===== src/rtl/vic_pkg.sv =====
package vicPkg;
  localparam int DATA_W   = 32;
  localparam int NSRC     = 32;
  localparam int SRC_W    = 5;
  localparam int ADDR_W   = 10;
  localparam int SLOTIX_W = 5;

  localparam logic [ADDR_W-1:0] A_STAT_IRQ = 10'h000;
  localparam logic [ADDR_W-1:0] A_STAT_FIQ = 10'h004;
  localparam logic [ADDR_W-1:0] A_STAT_RAW = 10'h008;
  localparam logic [ADDR_W-1:0] A_STEER    = 10'h00C;
  localparam logic [ADDR_W-1:0] A_EN_SET   = 10'h010;
  localparam logic [ADDR_W-1:0] A_EN_CLR   = 10'h014;
  localparam logic [ADDR_W-1:0] A_SW_SET   = 10'h018;
  localparam logic [ADDR_W-1:0] A_SW_CLR   = 10'h01C;
  localparam logic [ADDR_W-1:0] A_VECT     = 10'h030;
  localparam logic [ADDR_W-1:0] A_DFLT     = 10'h034;
  localparam logic [1:0]        REGION_SADDR = 2'b01;
  localparam logic [1:0]        REGION_SCTL  = 2'b10;

  typedef struct packed {
    logic                enSet;
    logic                enClr;
    logic                steerWr;
    logic                swSet;
    logic                swClr;
    logic                dfltWr;
    logic                vectAck;
    logic                vectRead;
    logic                slotAddrWr;
    logic                slotCtlWr;
    logic [SLOTIX_W-1:0] slotIdx;
  } vicStrobe_t;
endpackage


===== src/rtl/vic_ctrl.sv =====
module vic_ctrl
  import vicPkg::*;
#(
  parameter int NUM_SLOTS = 16
) (
  input  logic              wrEn,
  input  logic              rdEn,
  input  logic [ADDR_W-1:0] busAddr,
  output vicStrobe_t        strb
);
  logic aligned;
  logic inSlotArea;
  logic [SLOTIX_W-1:0] idx;

  assign aligned    = (busAddr[1:0] == 2'b00);
  assign idx        = busAddr[6:2];
  assign inSlotArea = aligned && !busAddr[7] && (int'(idx) < NUM_SLOTS);

  always_comb begin
    strb            = '0;
    strb.slotIdx    = idx;
    strb.enSet      = wrEn && (busAddr == A_EN_SET);
    strb.enClr      = wrEn && (busAddr == A_EN_CLR);
    strb.steerWr    = wrEn && (busAddr == A_STEER);
    strb.swSet      = wrEn && (busAddr == A_SW_SET);
    strb.swClr      = wrEn && (busAddr == A_SW_CLR);
    strb.dfltWr     = wrEn && (busAddr == A_DFLT);
    strb.vectAck    = wrEn && (busAddr == A_VECT);
    strb.vectRead   = rdEn && !wrEn && (busAddr == A_VECT);
    strb.slotAddrWr = wrEn && inSlotArea && (busAddr[9:8] == REGION_SADDR);
    strb.slotCtlWr  = wrEn && inSlotArea && (busAddr[9:8] == REGION_SCTL);
  end
endmodule


===== src/rtl/vic_datapath.sv =====
module vic_datapath
  import vicPkg::*;
#(
  parameter int NUM_SLOTS = 16
) (
  input  logic              clk,
  input  logic              rstN,
  input  vicStrobe_t        strb,
  input  logic [ADDR_W-1:0] busAddr,
  input  logic [DATA_W-1:0] wrData,
  input  logic [NSRC-1:0]   irqLines,
  output logic [DATA_W-1:0] rdData,
  output logic              fiqOut,
  output logic              irqOut
);
  localparam int CTL_W = SRC_W + 1;

  logic [NSRC-1:0]   enableReg, steerReg, softReg;
  logic [DATA_W-1:0] dfltAddr, vectCur, winAddr;
  logic [DATA_W-1:0] slotAddr [NUM_SLOTS];
  logic [CTL_W-1:0]  slotCtl  [NUM_SLOTS];
  logic              held;
  logic [NSRC-1:0]   rawReq, actReq, fastAct, normAct;

  assign rawReq  = irqLines | softReg;
  assign actReq  = rawReq & enableReg;
  assign fastAct = actReq & steerReg;
  assign normAct = actReq & ~steerReg;
  assign fiqOut  = |fastAct;
  assign irqOut  = |normAct;

  always_ff @(posedge clk or negedge rstN) begin
    if (!rstN) begin
      enableReg <= '0;
      steerReg  <= '0;
      softReg   <= '0;
      dfltAddr  <= '0;
    end else begin
      if (strb.enSet)   enableReg <= enableReg | wrData;
      if (strb.enClr)   enableReg <= enableReg & ~wrData;
      if (strb.steerWr) steerReg  <= wrData;
      if (strb.swSet)   softReg   <= softReg | wrData;
      if (strb.swClr)   softReg   <= softReg & ~wrData;
      if (strb.dfltWr)  dfltAddr  <= wrData;
    end
  end

  for (genvar i = 0; i < NUM_SLOTS; i++) begin : gSlot
    always_ff @(posedge clk or negedge rstN) begin
      if (!rstN) begin
        slotAddr[i] <= '0;
        slotCtl[i]  <= '0;
      end else begin
        if (strb.slotAddrWr && (int'(strb.slotIdx) == i)) slotAddr[i] <= wrData;
        if (strb.slotCtlWr  && (int'(strb.slotIdx) == i)) slotCtl[i]  <= wrData[CTL_W-1:0];
      end
    end
  end

  // lowest index wins: scan downward so the last hit is the smallest index
  always_comb begin
    winAddr = dfltAddr;
    for (int i = NUM_SLOTS - 1; i >= 0; i--) begin
      if (slotCtl[i][SRC_W] && normAct[slotCtl[i][SRC_W-1:0]]) winAddr = slotAddr[i];
    end
  end

  always_ff @(posedge clk or negedge rstN) begin
    if (!rstN) begin
      held    <= 1'b0;
      vectCur <= '0;
    end else begin
      if (!held) vectCur <= winAddr;
      if (strb.vectAck)       held <= 1'b0;
      else if (strb.vectRead) held <= 1'b1;
    end
  end

  always_comb begin
    rdData = '0;
    unique case (busAddr)
      A_STAT_IRQ: rdData = normAct;
      A_STAT_FIQ: rdData = fastAct;
      A_STAT_RAW: rdData = rawReq;
      A_STEER:    rdData = steerReg;
      A_EN_SET:   rdData = enableReg;
      A_SW_SET:   rdData = softReg;
      A_VECT:     rdData = vectCur;
      A_DFLT:     rdData = dfltAddr;
      default: begin
        for (int i = 0; i < NUM_SLOTS; i++) begin
          if (busAddr[1:0] == 2'b00 && !busAddr[7] && int'(busAddr[6:2]) == i) begin
            if (busAddr[9:8] == REGION_SADDR) rdData = slotAddr[i];
            if (busAddr[9:8] == REGION_SCTL)  rdData = DATA_W'(slotCtl[i]);
          end
        end
      end
    endcase
  end
endmodule


===== src/rtl/irq_vector_ctrl.sv =====
module irq_vector_ctrl
  import vicPkg::*;
#(
  parameter int NUM_SLOTS = 16
) (
  input  logic              clk,
  input  logic              rstN,
  input  logic [NSRC-1:0]   irqLines,
  input  logic              wrEn,
  input  logic              rdEn,
  input  logic [ADDR_W-1:0] busAddr,
  input  logic [DATA_W-1:0] wrData,
  output logic [DATA_W-1:0] rdData,
  output logic              fiqOut,
  output logic              irqOut
);
  vicStrobe_t strb;

  vic_ctrl #(.NUM_SLOTS(NUM_SLOTS)) u_ctrl (
    .wrEn(wrEn), .rdEn(rdEn), .busAddr(busAddr), .strb(strb)
  );

  vic_datapath #(.NUM_SLOTS(NUM_SLOTS)) u_dp (
    .clk(clk), .rstN(rstN), .strb(strb), .busAddr(busAddr), .wrData(wrData),
    .irqLines(irqLines), .rdData(rdData), .fiqOut(fiqOut), .irqOut(irqOut)
  );
endmodule


===== config.mk =====
export PLATFORM = sky130hd
export DESIGN_NAME = irq_vector_ctrl
export DESIGN_NICKNAME = d
export VERILOG_FILES = /design/src/rtl/vic_pkg.sv /design/src/rtl/vic_ctrl.sv /design/src/rtl/vic_datapath.sv /design/src/rtl/irq_vector_ctrl.sv
export SDC_FILE = /design/constraint.sdc
export NUM_CORES = 2
export LEC_CHECK = 0
export BUFFER_PORTS_ARGS = -buffer_cell sky130_fd_sc_hd__buf_2
export CAP_MARGIN = 20
export CORE_ASPECT_RATIO = 0.8
export CORE_MARGIN = 3
export CORE_UTILIZATION = 38
export DETAILED_ROUTE_END_ITERATION = 6
export PLACE_DENSITY = 0.6
export REMOVE_ABC_BUFFERS = 1
export SYNTH_ARGS = -nofsm -noshare
export SYNTH_HDL_FRONTEND = slang
export SYNTH_SLANG_ARGS = --single-unit

===== constraint.sdc =====
create_clock -name clk -period 7.6 [get_ports clk]
set_clock_uncertainty 0.1 [all_clocks]
set_input_delay 1.14 -clock clk [delete_from_list [all_inputs] [get_ports clk]]
set_output_delay 1.14 -clock clk [all_outputs]
set_load 0.005 [all_outputs]

# After elaboration in Yosys (flattened, before gate mapping)
# Cells that the tools add are included.
dict set report word_totals {
  register_bits 769
  latch_bits 0
  ram_bits 0
  romBits 0
  input_bits 78
  output_inout_bits 34
  wordCells 288
  memories 0
}
dict set report classes {
  add_sub_neg 0
  mul 0
  n_div 0
  order_cmp 17
  eq_ne 26
  shift 0
  mux 108
  bitwise 10
  n_reduce_logical 89
}
# cell n
set ops {}
lappend ops {{32-bit two-way mux} 73}
lappend ops {{32-bit case mux with 8 select lines} 1}
lappend ops {{32-bit AND} 5}
lappend ops {{5-bit by 6-bit < comparator with 1-bit output, second input constant} 16}
lappend ops {{32-bit bitwise OR} 3}
lappend ops {{1-bit binary-select mux with 5-bit select} 16}
lappend ops {{1-bit logical AND} 78}
lappend ops {{32-bit NOT} 2}
lappend ops {{32-bit OR reduction} 2}
lappend ops {{10-bit by 5-bit == test with 1-bit output, second input constant} 4}
lappend ops {{5-bit == test, second input constant} 8}
lappend ops {{10-bit by 4-bit == test with 1-bit output, second input constant} 2}
lappend ops {{10-bit by 6-bit == test with 1-bit output, second input constant} 2}
lappend ops {{5-bit by 4-bit == test with 1-bit output, second input constant} 4}
lappend ops {{1-bit two-way mux} 18}
lappend ops {{10-bit by 3-bit == test with 1-bit output, second input constant} 1}
lappend ops {{5-bit by 3-bit == test with 1-bit output, second input constant} 2}
lappend ops {{10-bit logical NOT} 1}
lappend ops {{8-bit OR reduction} 1}
lappend ops {{2-bit nonzero test} 3}
lappend ops {{5-bit by 2-bit == test with 1-bit output, second input constant} 1}
lappend ops {{5-bit logical NOT} 1}
lappend ops {{5-bit < comparator, second input constant} 1}
lappend ops {{2-bit by 1-bit == test with 1-bit output, second input constant} 1}
lappend ops {{3 further kinds} 4}

# Longest topological paths before layout
dict set report logic_depth {
  ltp_word 55
  ltp_mapped 14
  depth_no_buf 10
}

# By module
# From an unflattened synthesis, not the netlist that was laid out.
dict set report unflattened {
  cells_unflattened 4457
  area_unflattened_um2 44951.9
}
# mod n_inst cells_per_inst area_per_inst_um2 seq_area_each_um2
set by_module_without_submodules {}
lappend by_module_without_submodules {vic_datapath 1 4431 44719.1 19243.5}
lappend by_module_without_submodules {vic_ctrl 1 26 232.7 0.0}

# Worst setup path after synthesis
# No wires, ideal clock.
dict set report synth_path {
  path_type {input port to output port}
  startpoint {in busAddr[8]}
  endpoint {out rdData[3]}
  arrival_ns 3.355
  required_ns 6.360
  setup_slack_ns 3.005
  cell_stages 10
  path_buffers 5
  cell_sequence {clkbuf_1 > nor2b_1 > clkbuf_1 > clkbuf_1 > clkbuf_1 > buf_1 > a22oi_1 > o22ai_1 > nor4_1 > o22ai_1}
}
dict set report synth_via {
  elab_chain_cells 55
  elab_cells_between_ends 64
  cone_classes {eq/ne (9); mux (54); reduce/logical (1)}
}
# element line
set synth_rtl {}
lappend synth_rtl {{from (decl)} irq_vector_ctrl.sv:11} ;# input logic [ADDR_W-1:0] busAddr,
lappend synth_rtl {{2-bit by 1-bit == test with 1-bit output} vic_datapath.sv:93} ;# if (busAddr[9:8] == REGION_SADDR) rdData = slotAddr[i];
lappend synth_rtl {{32-bit two-way mux} vic_datapath.sv:93}
lappend synth_rtl {{32-bit two-way mux} vic_datapath.sv:94} ;# if (busAddr[9:8] == REGION_SCTL) rdData = DATA_W'(slotCtl[i]);
lappend synth_rtl {{32-bit two-way mux} vic_datapath.sv:92} ;# if (busAddr[1:0] == 2'b00 && !busAddr[7] && int'(busAddr[6:2]) == i) begin
lappend synth_rtl {{32-bit two-way mux} vic_datapath.sv:93}
lappend synth_rtl {{32-bit two-way mux} vic_datapath.sv:94}
lappend synth_rtl {{32-bit two-way mux} vic_datapath.sv:92}
lappend synth_rtl {{32-bit two-way mux} vic_datapath.sv:81} ;# unique case (busAddr)
lappend synth_rtl {{[... 39 more ...]} --}
lappend synth_rtl {{32-bit two-way mux} vic_datapath.sv:92}
lappend synth_rtl {{32-bit two-way mux} vic_datapath.sv:93}
lappend synth_rtl {{32-bit two-way mux} vic_datapath.sv:94}
lappend synth_rtl {{32-bit two-way mux} vic_datapath.sv:92}
lappend synth_rtl {{32-bit two-way mux} vic_datapath.sv:93}
lappend synth_rtl {{32-bit two-way mux} vic_datapath.sv:94}
lappend synth_rtl {{32-bit two-way mux} vic_datapath.sv:92}
lappend synth_rtl {{32-bit case mux with 8 select lines *} vic_datapath.sv:81}
lappend synth_rtl {{to (decl)} irq_vector_ctrl.sv:13} ;# output logic [DATA_W-1:0] rdData,
# Mark *: on every way between the ends. The rest lies on a longest branch, timed or not. The select of a mux whose other input is x is not followed.

# Worst setup path after layout
dict set report layout_path {
  startpoint {in busAddr[6]}
  endpoint {out rdData[20]}
}
dict set report layout_via {
  elab_chain_cells 54
  elab_cells_between_ends 92
  cone_classes {eq/ne (22); mux (52); reduce/logical (18)}
}
# element line
set layout_rtl {}
lappend layout_rtl {{5-bit logical NOT} vic_datapath.sv:92}
lappend layout_rtl {{1-bit logical AND} vic_datapath.sv:92}
lappend layout_rtl {{32-bit two-way mux} vic_datapath.sv:92}
lappend layout_rtl {{32-bit two-way mux} vic_datapath.sv:93}
lappend layout_rtl {{32-bit two-way mux} vic_datapath.sv:94}
lappend layout_rtl {{32-bit two-way mux} vic_datapath.sv:92}
lappend layout_rtl {{32-bit two-way mux} vic_datapath.sv:81}
lappend layout_rtl {{32-bit two-way mux} vic_datapath.sv:93}
lappend layout_rtl {{[... 38 more ...]} --}
lappend layout_rtl {{32-bit two-way mux} vic_datapath.sv:92}
lappend layout_rtl {{32-bit two-way mux} vic_datapath.sv:93}
lappend layout_rtl {{32-bit two-way mux} vic_datapath.sv:94}
lappend layout_rtl {{32-bit two-way mux} vic_datapath.sv:92}
lappend layout_rtl {{32-bit two-way mux} vic_datapath.sv:93}
lappend layout_rtl {{32-bit two-way mux} vic_datapath.sv:94}
lappend layout_rtl {{32-bit two-way mux} vic_datapath.sv:92}
lappend layout_rtl {{32-bit case mux with 8 select lines *} vic_datapath.sv:81}
# Marks and branches as above.

==> run_results.csv <==
group,metric,value,unit
run_status,outcome,"finished, violations left",
run_status,violations,"DRC",
synth,post-synth-top-area-cell,"sky130_fd_sc_hd__dfrtp_1",
synth,syn-cell-area,44900,sq um
synth,post_synth.cell_area_avg,10.4,sq um
worst_setup_path,timing.critical_path.from_type,"primary input",
floorplan,fp.dieH,313,um
layout,num-nets-final,4347,
route,drc,54,
grt,first_global_vias,40700,
synth,synth.mux.area_fraction,0.213,
grt,track_usage,0.381,
synth,synthDominantCellAreaShare,0.428,
grt,grt_pass1_wl,329000,um
layout,areaGrowthSynthToFinish,12.9,%
synth,postSynth.asyncResetShare,1.00,
worst_setup_path,worst_ep_required_time,6.36,ns
timing,slew_at_the_pin_with_the_worst_max_slew_slack,1.32,ns
synth,synth_seq_area_share,0.428,
timing,timing_max_transition_violations_final,0,
placement,post-place-ws,1.72,ns
grt,antenna_found_initial,11,
route,postRouteWirelength,240000,um
synth,post_synth_fa_ha_maj_area_fraction,0,
timing,timing.slew.headroom,0.116,
synth,combinational_family_with_the_most_area_after_synthesis,"compound AO/OA/AOI/OAI gates",
placement,detailedPlacementHpwl,156000,um
cts,post-cts-setup-buffer-count,0,
timing,final_min_period_over_clock_period,0.811,
cts,h-tree-depth,3,
floorplan,dieWidth,390,um
timing,number_of_setup_violations_in_the_final_report,0,
timing,clock.fmax,162,MHz
grt,globalRoute.totalOverflow,0,
cts,clock_slew_seen_by_the_registers_of_the_worst_setup_and_hold_paths,0.05,ns
pwr,leakage_component_of_the_power,22.1,nW
layout,fillerInstances,11100,
timing,hold_viol,0,
route,routed-via-count,43400,
worst_setup_path,path_class,"in2out",
synth,yosys_warnings,0,
floorplan,design.portCount,112,
pwr,power_per_cell_area,182,nW/um^2
synth,yosys_most_used_dff,"sky130_fd_sc_hd__dfrtp_1",
layout,layout.area.seq,19200,sq um
synth,yosys.cell_types.count,86,
cts,resized_gates_after_cts,0,
route,routedWlPerCell,40.8,um
pwr,worst_ir_drop_vdd,0.168,mV
grt,grt_max_degree,164,
placement,numPortBuffers,111,
floorplan,row_count,112,
synth,synth_simple_gate_area_frac,0.0975,
cts,ctsLongestPathBuffers,3,
pwr,post-layout-total-power,9.22,mW
timing,worst_slack,1.44,ns
synth,syn_inst,4320,
worst_setup_path,worst-endpoint-arrival,4.92,ns
cts,cts_tree,"done",
route,detail_route.iter0.violations,8945,
synth,post_synth_xor_area_fraction,0,
cts,total_clock_sinks,769,
layout,drive_above_1_share,0.302,
worst_setup_path,critical_path.max_fanout,15,
synth,synth_compound_gate_area_share,0.217,
cts,clk_root_buffer_cell,"sky130_fd_sc_hd__clkbuf_16",
cts,clk_latency,0.72,ns
floorplan,die_outline_area,122000,sq um
route,post_drt_via_cell_ratio,7.37,
synth,number_of_synthesized_register_bits,769,
placement,gp_congestion,1.08,
floorplan,floorplan.core_area,117000,sq um
flow_run,max-cap-violations,0,
cts,cts_buffers,86,
route,ant_nets,0,
synth,synthTopCellsByArea,"sky130_fd_sc_hd__dfrtp_1 43%, sky130_fd_sc_hd__mux2_2 17%, sky130_fd_sc_hd__a22oi_1 3.9%",
worst_setup_path,critical_path.endpoint_type,"output pin",
layout,multiInputGateArea,24100,sq um
cts,cts.hold.buffers_added,0,
floorplan,starting_density_of_the_core,0.384,
timing,setup_repair_after_global_routing_missed_its_margin,"no",
timing,fin_crit,6.16,ns
hold_path,worstHoldPathType,"in2async",
route,drt_first_pass_iters,7,
synth,synth_enable_flop_cells,0,
-- flip-flops by register name (all words and copies together) (netlist names), named ones only --
register / count
u_dp.steerReg: 32
u_dp.held: 1
u_dp.slotCtl: 96
u_dp.dfltAddr: 32
u_dp.slotAddr: 512
u_dp.vectCur: 32
-- placed cells by master (no fill, tap or decap), types with 16 or more instances in the layout --
cell type / count
sky130_fd_sc_hd__o21ai_0: 178
sky130_fd_sc_hd__nand2b_1: 36
sky130_fd_sc_hd__a21oi_1: 228
sky130_fd_sc_hd__buf_4: 185
sky130_fd_sc_hd__inv_1: 53
sky130_fd_sc_hd__buf_2: 109
sky130_fd_sc_hd__nor3_1: 118
sky130_fd_sc_hd__a211oi_1: 41
sky130_fd_sc_hd__nor4_1: 33
sky130_fd_sc_hd__clkbuf_8: 19
sky130_fd_sc_hd__nor2_1: 187
sky130_fd_sc_hd__nand3_1: 69
sky130_fd_sc_hd__clkbuf_1: 17
sky130_fd_sc_hd__o2111ai_1: 25
sky130_fd_sc_hd__a222oi_1: 58
sky130_fd_sc_hd__nor3b_1: 16
sky130_fd_sc_hd__a22o_1: 67
sky130_fd_sc_hd__a211o_1: 55
sky130_fd_sc_hd__nand4_1: 43
sky130_fd_sc_hd__o221ai_1: 31
sky130_fd_sc_hd__a22oi_1: 234
sky130_fd_sc_hd__mux2_2: 664
sky130_fd_sc_hd__clkbuf_16: 87
sky130_fd_sc_hd__mux4_2: 55
sky130_fd_sc_hd__a221o_1: 24
sky130_fd_sc_hd__nor2_4: 27
sky130_fd_sc_hd__dfrtp_1: 768
sky130_fd_sc_hd__a31oi_1: 68
sky130_fd_sc_hd__o22ai_1: 110
sky130_fd_sc_hd__mux2i_1: 86
sky130_fd_sc_hd__a32o_1: 33
sky130_fd_sc_hd__nor2b_1: 23
sky130_fd_sc_hd__nand2_1: 209
sky130_fd_sc_hd__a221oi_1: 38
sky130_fd_sc_hd__a2111oi_0: 26
-- Yosys cell counts, types with 15 or more instances --
master and count:
sky130_fd_sc_hd__dfrtp_1 769, sky130_fd_sc_hd__mux2_2 664, sky130_fd_sc_hd__clkbuf_1 352, sky130_fd_sc_hd__a22oi_1 234
sky130_fd_sc_hd__a21oi_1 228, sky130_fd_sc_hd__nor2_1 221, sky130_fd_sc_hd__nand2_1 218, sky130_fd_sc_hd__o21ai_0 179
sky130_fd_sc_hd__nor3_1 125, sky130_fd_sc_hd__o22ai_1 110, sky130_fd_sc_hd__mux2i_1 86, sky130_fd_sc_hd__nand3_1 70
sky130_fd_sc_hd__a31oi_1 68, sky130_fd_sc_hd__a22o_1 67, sky130_fd_sc_hd__a222oi_1 58, sky130_fd_sc_hd__a211o_1 55
sky130_fd_sc_hd__mux4_2 55, sky130_fd_sc_hd__inv_1 53, sky130_fd_sc_hd__buf_2 45, sky130_fd_sc_hd__buf_1 43
sky130_fd_sc_hd__nand4_1 43, sky130_fd_sc_hd__a211oi_1 42, sky130_fd_sc_hd__a221oi_1 38, sky130_fd_sc_hd__nand2b_1 37
sky130_fd_sc_hd__nor4_1 36, sky130_fd_sc_hd__a32o_1 33, sky130_fd_sc_hd__o221ai_1 31, sky130_fd_sc_hd__a2111oi_0 26
sky130_fd_sc_hd__nor2b_1 26, sky130_fd_sc_hd__o2111ai_1 26, sky130_fd_sc_hd__a221o_1 24, sky130_fd_sc_hd__nor3b_1 16
sky130_fd_sc_hd__o21ai_2 16, sky130_fd_sc_hd__o211ai_1 15
-- metal layers --
| layer | global-route usage | part of all wire |
|---|---|---|
| met5 | 0.00316 | 0.00022 |
| met2 | 0.499 | 0.38 |
| met1 | 0.512 | 0.39 |
| met4 | 0.211 | 0.064 |
| met3 | 0.178 | 0.16 |
-- worst max-delay path, stage by stage --
cell and delay, ns:
sky130_fd_sc_hd__buf_2 0.18, sky130_fd_sc_hd__nor3_1 0.70, sky130_fd_sc_hd__nand3_1 0.63, sky130_fd_sc_hd__nor2_4 0.89, sky130_fd_sc_hd__buf_4 0.46, sky130_fd_sc_hd__a22oi_1 0.11, sky130_fd_sc_hd__nand4_1 0.11, sky130_fd_sc_hd__o21ai_0 0.11
sky130_fd_sc_hd__o2111ai_1 0.31, sky130_fd_sc_hd__buf_2 0.21
-- path summary, 6_finish.rpt --
check	from	end	slack, ns	cells past startpoint
worst max register to register	flop	u_dp.vectCur[5]$_DFFE_PN0N_	2.36	12
worst min-delay path	rstN	u_dp.steerReg[5]$_DFFE_PN0P_	0.38	1
worst max-delay path	busAddr[6]	rdData[20]	1.44	10
min in group clk	u_dp.slotAddr[464]$_DFFE_PN0P_	u_dp.slotAddr[464]$_DFFE_PN0P_	0.43	1
max in group asynchronous	rstN	u_dp.slotAddr[493]$_DFFE_PN0P_	5.29	3
worst min register to register	u_dp.slotAddr[464]$_DFFE_PN0P_	u_dp.slotAddr[464]$_DFFE_PN0P_	0.43	1
-- cell type report --
class / count / share of cell area
Antenna cell: 7 / 0.000345
Clock buffer: 122 / 0.0491
Clock inverter: 36 / 0.0108
Inverter: 58 / 0.00429
Multi-Input combinational cell: 3047 / 0.476
Sequential cell: 769 / 0.380
Tap cell: 1539 / 0.0380
Timing Repair Buffer: 307 / 0.0424
-- kinds of logic after synthesis --
logic type / Yosys count
flip-flops: 769
AO/OA/AOI/OAI: 1352
buffers and inverters: 504
AND/OR/NAND/NOR: 890
multiplexers: 805
-- report_power, final --
| group | internal, mW | total, mW | switching [mW] | leakage (nW) |
|---|---|---|---|---|
| logic | 0.117 | 0.477 | 0.360 | 9.94 |
| clock network | 2.65 | 4.54 | 1.89 | 1.48 |
| registers | 4.14 | 4.21 | 0.0669 | 10.6 |
-- through the flow --
stage | cell area, sq um | instances | TNS (ns) | hold slack [ns] | utilization
floorplan | 43100 | 3874 | -26.03 | 0.395 | -
global placement | 47500 | 5712 | 0 | 0.412 | 0.406
detailed placement | 47500 | 5713 | 0 | 0.415 | 0.406
CTS | 50600 | 5871 | 0 | 0.398 | 0.432
global route | 50700 | 5879 | 0 | 0.438 | 0.433
finish | 50700 | 5885 | 0 | 0.381 | 0.433
Power figures use the tool's default switching activity.
